$ cat config.mk
export PLATFORM = sky130hd
export DESIGN_NAME = burst_pin_gen
export DESIGN_NICKNAME = d
export VERILOG_FILES = /design/src/rtl/burst_pkg.sv /design/src/rtl/burst_datapath.sv /design/src/rtl/burst_ctrl.sv /design/src/rtl/burst_pin_gen.sv
export SDC_FILE = /design/constraint.sdc
export NUM_CORES = 1
export LEC_CHECK = 0
export BUFFER_PORTS_ARGS = -buffer_cell sky130_fd_sc_hd__buf_2
export CAP_MARGIN = 20
export CORE_UTILIZATION = 63
export DETAILED_ROUTE_END_ITERATION = 16
export GPL_TIMING_DRIVEN = 1
export PLACE_DENSITY_LB_ADDON = 0.3
export SLEW_MARGIN = 20
export SYNTH_ARGS = -nofsm -noshare
export SYNTH_HDL_FRONTEND = slang
export SYNTH_SLANG_ARGS = --single-unit
$ cat constraint.sdc
create_clock -name clk -period 4.78 [get_ports clk]
set_input_delay 0.478 -clock clk [delete_from_list [all_inputs] [get_ports clk]]
set_output_delay 0.478 -clock clk [all_outputs]
set_load 0.05 [all_outputs]
$ cat src/rtl/burst_pkg.sv
package burst_pkg;

  typedef enum logic {
    MODE_PULSE  = 1'b0,
    MODE_TOGGLE = 1'b1
  } burst_mode_e;

  // strobes from the control to the datapath
  typedef struct packed {
    logic load;  // capture settings and start from cycle 0
    logic run;   // burst in progress, advance counters
  } burst_strobe_t;

endpackage

$ cat src/rtl/burst_datapath.sv
module burst_datapath
  import burst_pkg::*;
#(
  parameter int PERIOD_W = 16,
  parameter int COUNT_W  = 32
) (
  input  logic                  clk,
  input  logic                  rstN,
  input  burst_strobe_t         strobe,
  input  logic                  modeIn,
  input  logic [2*PERIOD_W-1:0] cfgIn,
  input  logic [COUNT_W-1:0]    countIn,
  output logic                  intervalEnd,
  output logic                  lastInterval,
  output logic                  pinLevel
);

  localparam int PH_W = PERIOD_W + 1;
  localparam logic [PH_W-1:0] FULL_LEN = PH_W'(1) << PERIOD_W;

  burst_mode_e          modeQ;
  logic [PERIOD_W-1:0]  lenField;
  logic [PERIOD_W-1:0]  cmpField;
  logic [PH_W-1:0]      phase;
  logic [PH_W-1:0]      lenFull;
  logic [COUNT_W-1:0]   remaining;
  logic                 togQ;
  logic                 pulseHigh;

  // a zero field stands for the full 2^PERIOD_W range
  always_comb begin
    if (lenField == '0) lenFull = FULL_LEN;
    else                lenFull = {1'b0, lenField};
  end

  assign intervalEnd  = (phase == lenFull - PH_W'(1));
  assign lastInterval = (remaining == COUNT_W'(1));
  assign pulseHigh    = (phase < {1'b0, cmpField});

  always_ff @(posedge clk) begin
    if (!rstN) begin
      modeQ     <= MODE_PULSE;
      lenField  <= '0;
      cmpField  <= '0;
      phase     <= '0;
      remaining <= '0;
      togQ      <= 1'b0;
    end else if (strobe.load) begin
      modeQ     <= burst_mode_e'(modeIn);
      lenField  <= cfgIn[PERIOD_W-1:0];
      cmpField  <= cfgIn[2*PERIOD_W-1:PERIOD_W];
      phase     <= '0;
      remaining <= countIn;
      togQ      <= 1'b0;
    end else if (strobe.run) begin
      if (intervalEnd) begin
        phase     <= '0;
        remaining <= remaining - COUNT_W'(1);
        togQ      <= ~togQ;
      end else begin
        phase <= phase + PH_W'(1);
      end
    end
  end

  always_comb begin
    pinLevel = 1'b0;
    if (strobe.run) begin
      if (modeQ == MODE_PULSE) pinLevel = pulseHigh;
      else                     pinLevel = togQ;
    end
  end

endmodule

$ cat src/rtl/burst_ctrl.sv
module burst_ctrl
  import burst_pkg::*;
#(
  parameter int COUNT_W = 32
) (
  input  logic               clk,
  input  logic               rstN,
  input  logic               countWr,
  input  logic [COUNT_W-1:0] countIn,
  input  logic               ack,
  input  logic               intervalEnd,
  input  logic               lastInterval,
  output burst_strobe_t      strobe,
  output logic               doneFlag
);

  typedef enum logic {ST_IDLE, ST_RUN} state_e;

  state_e stateQ;
  state_e stateD;
  logic   countZero;
  logic   finish;
  logic   doneD;

  assign countZero = (countIn == '0);
  assign finish    = (stateQ == ST_RUN) && intervalEnd && lastInterval;

  always_comb begin
    stateD = stateQ;
    if (countWr)     stateD = countZero ? ST_IDLE : ST_RUN;
    else if (finish) stateD = ST_IDLE;
  end

  always_comb begin
    doneD = doneFlag;
    if (countWr)     doneD = countZero;
    else if (finish) doneD = 1'b1;
    else if (ack)    doneD = 1'b0;
  end

  always_ff @(posedge clk) begin
    if (!rstN) begin
      stateQ   <= ST_IDLE;
      doneFlag <= 1'b0;
    end else begin
      stateQ   <= stateD;
      doneFlag <= doneD;
    end
  end

  always_comb begin
    strobe.load = countWr && !countZero;
    strobe.run  = (stateQ == ST_RUN);
  end

endmodule

$ cat src/rtl/burst_pin_gen.sv
module burst_pin_gen
  import burst_pkg::*;
#(
  parameter int PERIOD_W = 16,
  parameter int COUNT_W  = 32
) (
  input  logic                  clk,
  input  logic                  rstN,
  input  logic                  modeSel,
  input  logic [2*PERIOD_W-1:0] cfgWord,
  input  logic [COUNT_W-1:0]    countVal,
  input  logic                  countWr,
  input  logic                  ack,
  output logic                  pinOut,
  output logic                  pinOe,
  output logic                  doneFlag
);

  burst_strobe_t strobe;
  logic intervalEnd;
  logic lastInterval;

  burst_ctrl #(.COUNT_W(COUNT_W)) u_ctrl (
    .clk         (clk),
    .rstN        (rstN),
    .countWr     (countWr),
    .countIn     (countVal),
    .ack         (ack),
    .intervalEnd (intervalEnd),
    .lastInterval(lastInterval),
    .strobe      (strobe),
    .doneFlag    (doneFlag)
  );

  burst_datapath #(.PERIOD_W(PERIOD_W), .COUNT_W(COUNT_W)) u_dp (
    .clk         (clk),
    .rstN        (rstN),
    .strobe      (strobe),
    .modeIn      (modeSel),
    .cfgIn       (cfgWord),
    .countIn     (countVal),
    .intervalEnd (intervalEnd),
    .lastInterval(lastInterval),
    .pinLevel    (pinOut)
  );

  assign pinOe = strobe.run;

endmodule

# --- Yosys cells after proc, flatten, opt, wreduce, memory -nomap -nowiden ---
# Cells that the tools add are included.
totals:
  input_bits: 69
  register_bits: 85
  out_inout_bits: 3
  word_cells: 42
classes:
  eq_ne: 2
  bitwise_logic: 2
  muxes: 13
  n_addsub: 3
  reduce_logical: 13
  order_cmp: 1
op_table:
  columns: ["operator", "n"]
  rows:
  - ["$mux W32", 3]
  - ["$mux W17", 2]
  - ["$eq A32 B1 Y1 const B", 1]
  - ["$logic_not A32 Y1", 1]
  - ["$sub A32 B1 Y32 const B", 1]
  - ["$add A17 B1 Y17 const B", 1]
  - ["$eq A17 B17 Y1", 1]
  - ["$lt A17 B16 Y1", 1]
  - ["$sub A17 B1 Y17 const B", 1]
  - ["$logic_not A16 Y1", 1]
  - ["$mux W1", 8]
  - ["$reduce_bool A2 Y1", 3]
  - ["$reduce_and A2 Y1", 2]
  - ["$logic_and A1 B1 Y1", 3]
  - ["$reduce_bool A3 Y1", 1]
  - ["$not A1 Y1", 2]
  - ["$reduce_or A2 Y1", 1]
  - ["$logic_not A1 Y1", 1]

# --- Depth between registers and ports, before layout ---
logic_depth:
  ltp_word: 8
  mapped_depth: 12
  depth_no_buf: 10

# --- Modules after synthesis ---
# A second synthesis with hierarchy kept.
hier_totals:
  hier_cells: 623
  hier_area_um2: 5390.2
by_module_without_submodules:
  columns: ["module", "cells_per_inst", "area_per_inst_um2", "instances", "seq_area_each_um2"]
  rows:
  - ["burst_datapath", 601, 5212.5, 1, 1661.6]
  - ["burst_ctrl", 22, 177.7, 1, 40.0]

# --- Worst setup path before layout ---
# No wires, ideal clock.
synth_timing:
  path_kind: "register to register"
  from: "register u_dp.lenField[3]"
  to: "register u_dp.remaining[19]"
  setup_time_ns: 0.122
  required_ns: 4.658
  setup_slack_ns: 1.619
  arrival_time_ns: 3.039
  synth_period_minus_slack_ns: 3.161
  stages_incl_launch_ff: 11
  n_path_buf: 2
  path_cell_list: "dfxtp_1 > buf_6 > or4_4 > or4b_2 > a21oi_1 > xnor2_1 > nand3_1 > nor4_2 > buf_2 > a31oi_1 > o311a_1"
synth_via:
  elab_chain_cells: 6
synth_lines:
  columns: ["element", "line_no", "text"]
  rows:
  - ["from (decl)", "burst_datapath.sv:22", "logic [PERIOD_W-1:0] lenField;"]
  - ["from (signal assigned)", "burst_datapath.sv:50", "lenField <= cfgIn[PERIOD_W-1:0];"]
  - ["$logic_not A16 Y1", "burst_datapath.sv:32", "if (lenField == '0) lenFull = FULL_LEN;"]
  - ["$mux W17 *", "burst_datapath.sv:32", null]
  - ["$sub A17 B1 Y17 *", "burst_datapath.sv:36", "assign intervalEnd = (phase == lenFull - PH_W'(1));"]
  - ["$eq A17 B17 Y1 *", "burst_datapath.sv:36", null]
  - ["$reduce_bool A2 Y1 (no source line) *", null, null]
  - ["$reduce_and A2 Y1 (no source line) *", null, null]
  - ["to (signal assigned)", "burst_datapath.sv:53", "remaining <= countIn;"]
  - ["to (signal assigned)", "burst_datapath.sv:58", "remaining <= remaining - COUNT_W'(1);"]
  - ["to (decl)", "burst_datapath.sv:26", "logic [COUNT_W-1:0] remaining;"]
# Mark *: on every way between the ends. The rest lies on a longest branch, timed or not.
# A chain may end at the register's enable or synchronous reset.

# --- Final worst setup path ---
layout_timing:
  from: "register u_dp.lenField[0]"
  to: "register u_dp.remaining[6]"
# The elaborated chain is that of the path after synthesis.

==> parameters.txt <==
Parameter                              Value

Outcome
  Result of the run ... complete, no violations

STA
  Final Hold Vio Count ... 0
  Share of the clock period used by the worst path after layout ... 77.7%
  F_max ... 269 MHz
  Clock Skew ... 0.0131 ns
  Setup TNS ... 0 ns
  Count of endpoints failing setup in the final report ... 0
  Worst slew margin relative to its limit ... 45.9%
  Final worst path period need ... 3.72 ns
  Max-slew violation count ... 0
  RSZ-0062 raised after global routing ... false
  Slew at the pin closest to its max-slew limit ... 0.807 ns
  Hold slack ... 0.351 ns

Synthesis
  Commonest cells post-synth ... 89 x nand2_1, 85 x dfxtp_1, 59 x nor2_1, 49 x a21oi_1
  Compound-Gate Fraction of Synth Area ... 17.7%
  Multiplexer fraction of the synthesized cell area ... 0.962%
  Share of Yosys cell area claimed by the top area cell type ... 32.7%
  Gate Count Post-Synth ... 670
  Post-synth top flop ... dfxtp_1
  Post-synthesis async set-or-reset flop share ... 0%
  Cell types occupying the most area after synthesis ... dfxtp_1 33%, nand2_1 6.4%, ha_1 4.8%, a21oi_1 4.7%, nor2_1 4.3%
  Post-synthesis simple-gate area fraction ... 31.5%
  Portion of the post-synthesis area used by sequential elements ... 32.7%
  Adder and majority cell fraction of the synthesized area ... 4.81%
  Cell accounting for the most synthesized area ... dfxtp_1
  Number of different library cells in the post-synthesis netlist ... 64
  Count of yosys warnings during synthesis ... 0
  Cell with the most instances after synthesis ... nand2_1
  Post-synth EDFFs ... 0
  Netlist area before placement ... 5200 um^2
  Post-synthesis xor/xnor area fraction ... 6.40%
  Dominant combinational cell family by area after synthesis ... simple AND/OR/NAND/NOR gates
  Synthesis-stage register bit count ... 85
  Average cell area after synthesis ... 7.77 um^2
  Synthesized net count ... 759

Clock network
  TritonCTS Buffers ... 9
  CTS hold repair buffers ... 0
  Clock-pin transition on the worst setup and hold timing paths ... 0.09 ns
  Maximum count of clock buffers along a single path ... 2
  TritonCTS clock tree ... yes
  H-tree lvl count ... 3
  Post-CTS setup buffer count ... 0
  Clock Tree Root ... clkbuf_8
  Clock insertion delay at the later pin of the skew report ... 0.36 ns
  Post_cts resized ... 0
  Total number of clock tree sinks ... 85

Floorplan
  Core region area ... 7850 um^2
  Starting utilization of the core area ... 66.3%
  Width of the chip ... 92.9 um
  Total die area ... 8630 um^2
  I/O pin count ... 72
  Chip Height ... 92.9 um
  Row count ... 32

Pwr
  Sequential group share of total power ... 44.5%
  Total internal power ... 0.00127 W
  Power density over the cells ... 303 nW/um^2
  Leakage ... 2.32 nW
  Part of the total power dissipated in combinational logic ... 17.0%
  VDD IR max ... 0.186 mV
  Clock network power share ... 38.5%
  Switching part of the total power ... 28.1%
  Power spent charging and discharging nets ... 0.000496 W

Routing
  Number of design-rule violations left by the first detailed-router iteration ... 243
  Post-detailed-route via-to-cell ratio ... 6.30
  Total number of vias ... 5,186
  Number of design rule violations left after detail routing ... 0
  First-pass iteration count of the detailed router ... 5
  Total Wirelength ... 13,400 um
  Average wire length per cell after detail routing ... 16.3 um
  Remaining antenna violation count after routing ... 0

Setup path
  Startpoint Class ... flip-flop
  Reg-to-reg slack, setup ... 1.06 ns
  Data arrival time of the critical path ... 3.96 ns
  Required arrival time at the worst endpoint ... 5.02 ns
  Worst Setup Path Type ... reg2reg
  Critical path capture point type ... flip-flop
  Top fanout value on the critical path ... 14

Job
  Maximum capacitance violations ... 0

Place
  Total half-perimeter wirelength after legalization and detailed placement ... 9900 um
  Input/output buffers ... 71
  Global placement routability congestion ... 0.994
  Placed cell count ... 807

GRT
  Global-route wire length before repair ... 22,500 um
  Antenna violations before repair ... 0
  Maximum number of pins on one net before global-route repair ... 51
  Total global-route track usage ... 32.3%
  Total overflow reported by the global router ... 0
  Via count of the first global-routing pass ... 4,970

Finish
  Fraction of layout instances using a drive strength above 1 ... 17.3%
  Area Growth Syn to Fin ... 12.3%
  Post-route insts no fill ... 823
  Antenna Diode Count ... 0
  Total Nets Final ... 805

Worst hold path
  Hold Crit Class ... in2reg
==> path summary, 6_finish.rpt <==
path                startpoint  cells after the start                end
max           u_dp.lenField[0]                     10  u_dp.remaining[6]
min reg2reg  u_dp.cmpField[14]                      2  u_dp.cmpField[14]
min                cfgWord[19]                      3   u_dp.cmpField[3]
max reg2reg   u_dp.lenField[0]                     10  u_dp.remaining[6]
==> power groups by stage <==
stage / logic [W] / registers [W] / clock network (W)
2_1_floorplan: 0.000216 / 0.000790 / 0
3_3_place_gp: 0.000285 / 0.000799 / 0
3_5_place_dp: 0.000295 / 0.000801 / 0
4_1_cts: 0.000297 / 0.000785 / 0.000689
5_1_grt: 0.000333 / 0.000792 / 0.000713
6_report: 0.000300 / 0.000786 / 0.000681
==> kinds of logic (layout without fill, tap and decap cells) <==
logic type,count (synthesis),in the layout
buffers and inverters,78,129
adder cells (fa/ha/maj),20,20
multiplexers,5,5
AND/OR/NAND/NOR,308,308
AO/OA/AOI/OAI,136,136
XOR/XNOR,38,38
flip-flops,85,85
==> state kept, by name (all words and copies together), names as in the netlist <==
register	flops
u_dp.remaining	32
u_dp.phase	17
u_dp.cmpField	16
u_dp.lenField	16
u_ctrl.doneFlag	1
u_ctrl.stateQ	1
u_dp.modeQ	1
u_dp.togQ	1
==> stage by stage <==
stage	cell area [um^2]	util, %	power [W]	worst slack, ns
2_1_floorplan	5200	-	0.00101	1.62
3_3_place_gp	5570	71.0	0.00108	1.24
3_5_place_dp	5570	71.0	0.00110	1.09
4_1_cts	5840	74.4	0.00177	1.09
5_1_grt	5840	74.4	0.00184	0.705
6_report	5840	74.4	0.00177	1.06
==> metal layers <==
layer | track usage [%] | wire length (um) | up-vias
met5 | 0 | 0 | -
li1 | - | - | 2513
met1 | 39.2 | 5680 | 2484
met2 | 59.2 | 6830 | 171
met3 | 4.60 | 729 | 18
met4 | 8.21 | 170 | 0
==> worst max-delay path, stage by stage (launching register included) <==
cell	delay (ns)
dfxtp_1	0.37
inv_1	0.10
ha_1	0.18
nor4b_1	0.40
nand4_2	0.32
a2111oi_2	0.43
mux2i_1	0.15
or3_4	0.44
nor3_2	0.67
a31oi_1	0.18
o311a_1	0.35
==> cell type report <==
class,count,area [um^2]
clock buffer,9,124
clock inverter,7,145
fill,633,2010
inverter,36,135
multi-input combinational,507,3210
sequential,85,1700
tap,102,128
timing repair buffer,77,400
==> placed cells by master (no fill, tap or decap), drive strengths merged, types with 4 or more instances in the layout <==
cell type	n
a211oi	5
a21bo	5
a21o	5
a21oi	49
a311oi	10
a31o	6
a31oi	14
and3	14
and4	5
buf	77
bufinv	4
clkbuf	9
dfxtp	85
ha	20
inv	37
mux2i	5
nand2	89
nand2b	9
nand3	25
nand3b	7
nand4	25
nand4b	5
nor2	59
nor3	25
nor4	25
o211ai	4
o21ai	15
o311a	5
or3	4
or4	7
xnor2	19
xor2	19
Power figures use the tool's default switching activity.
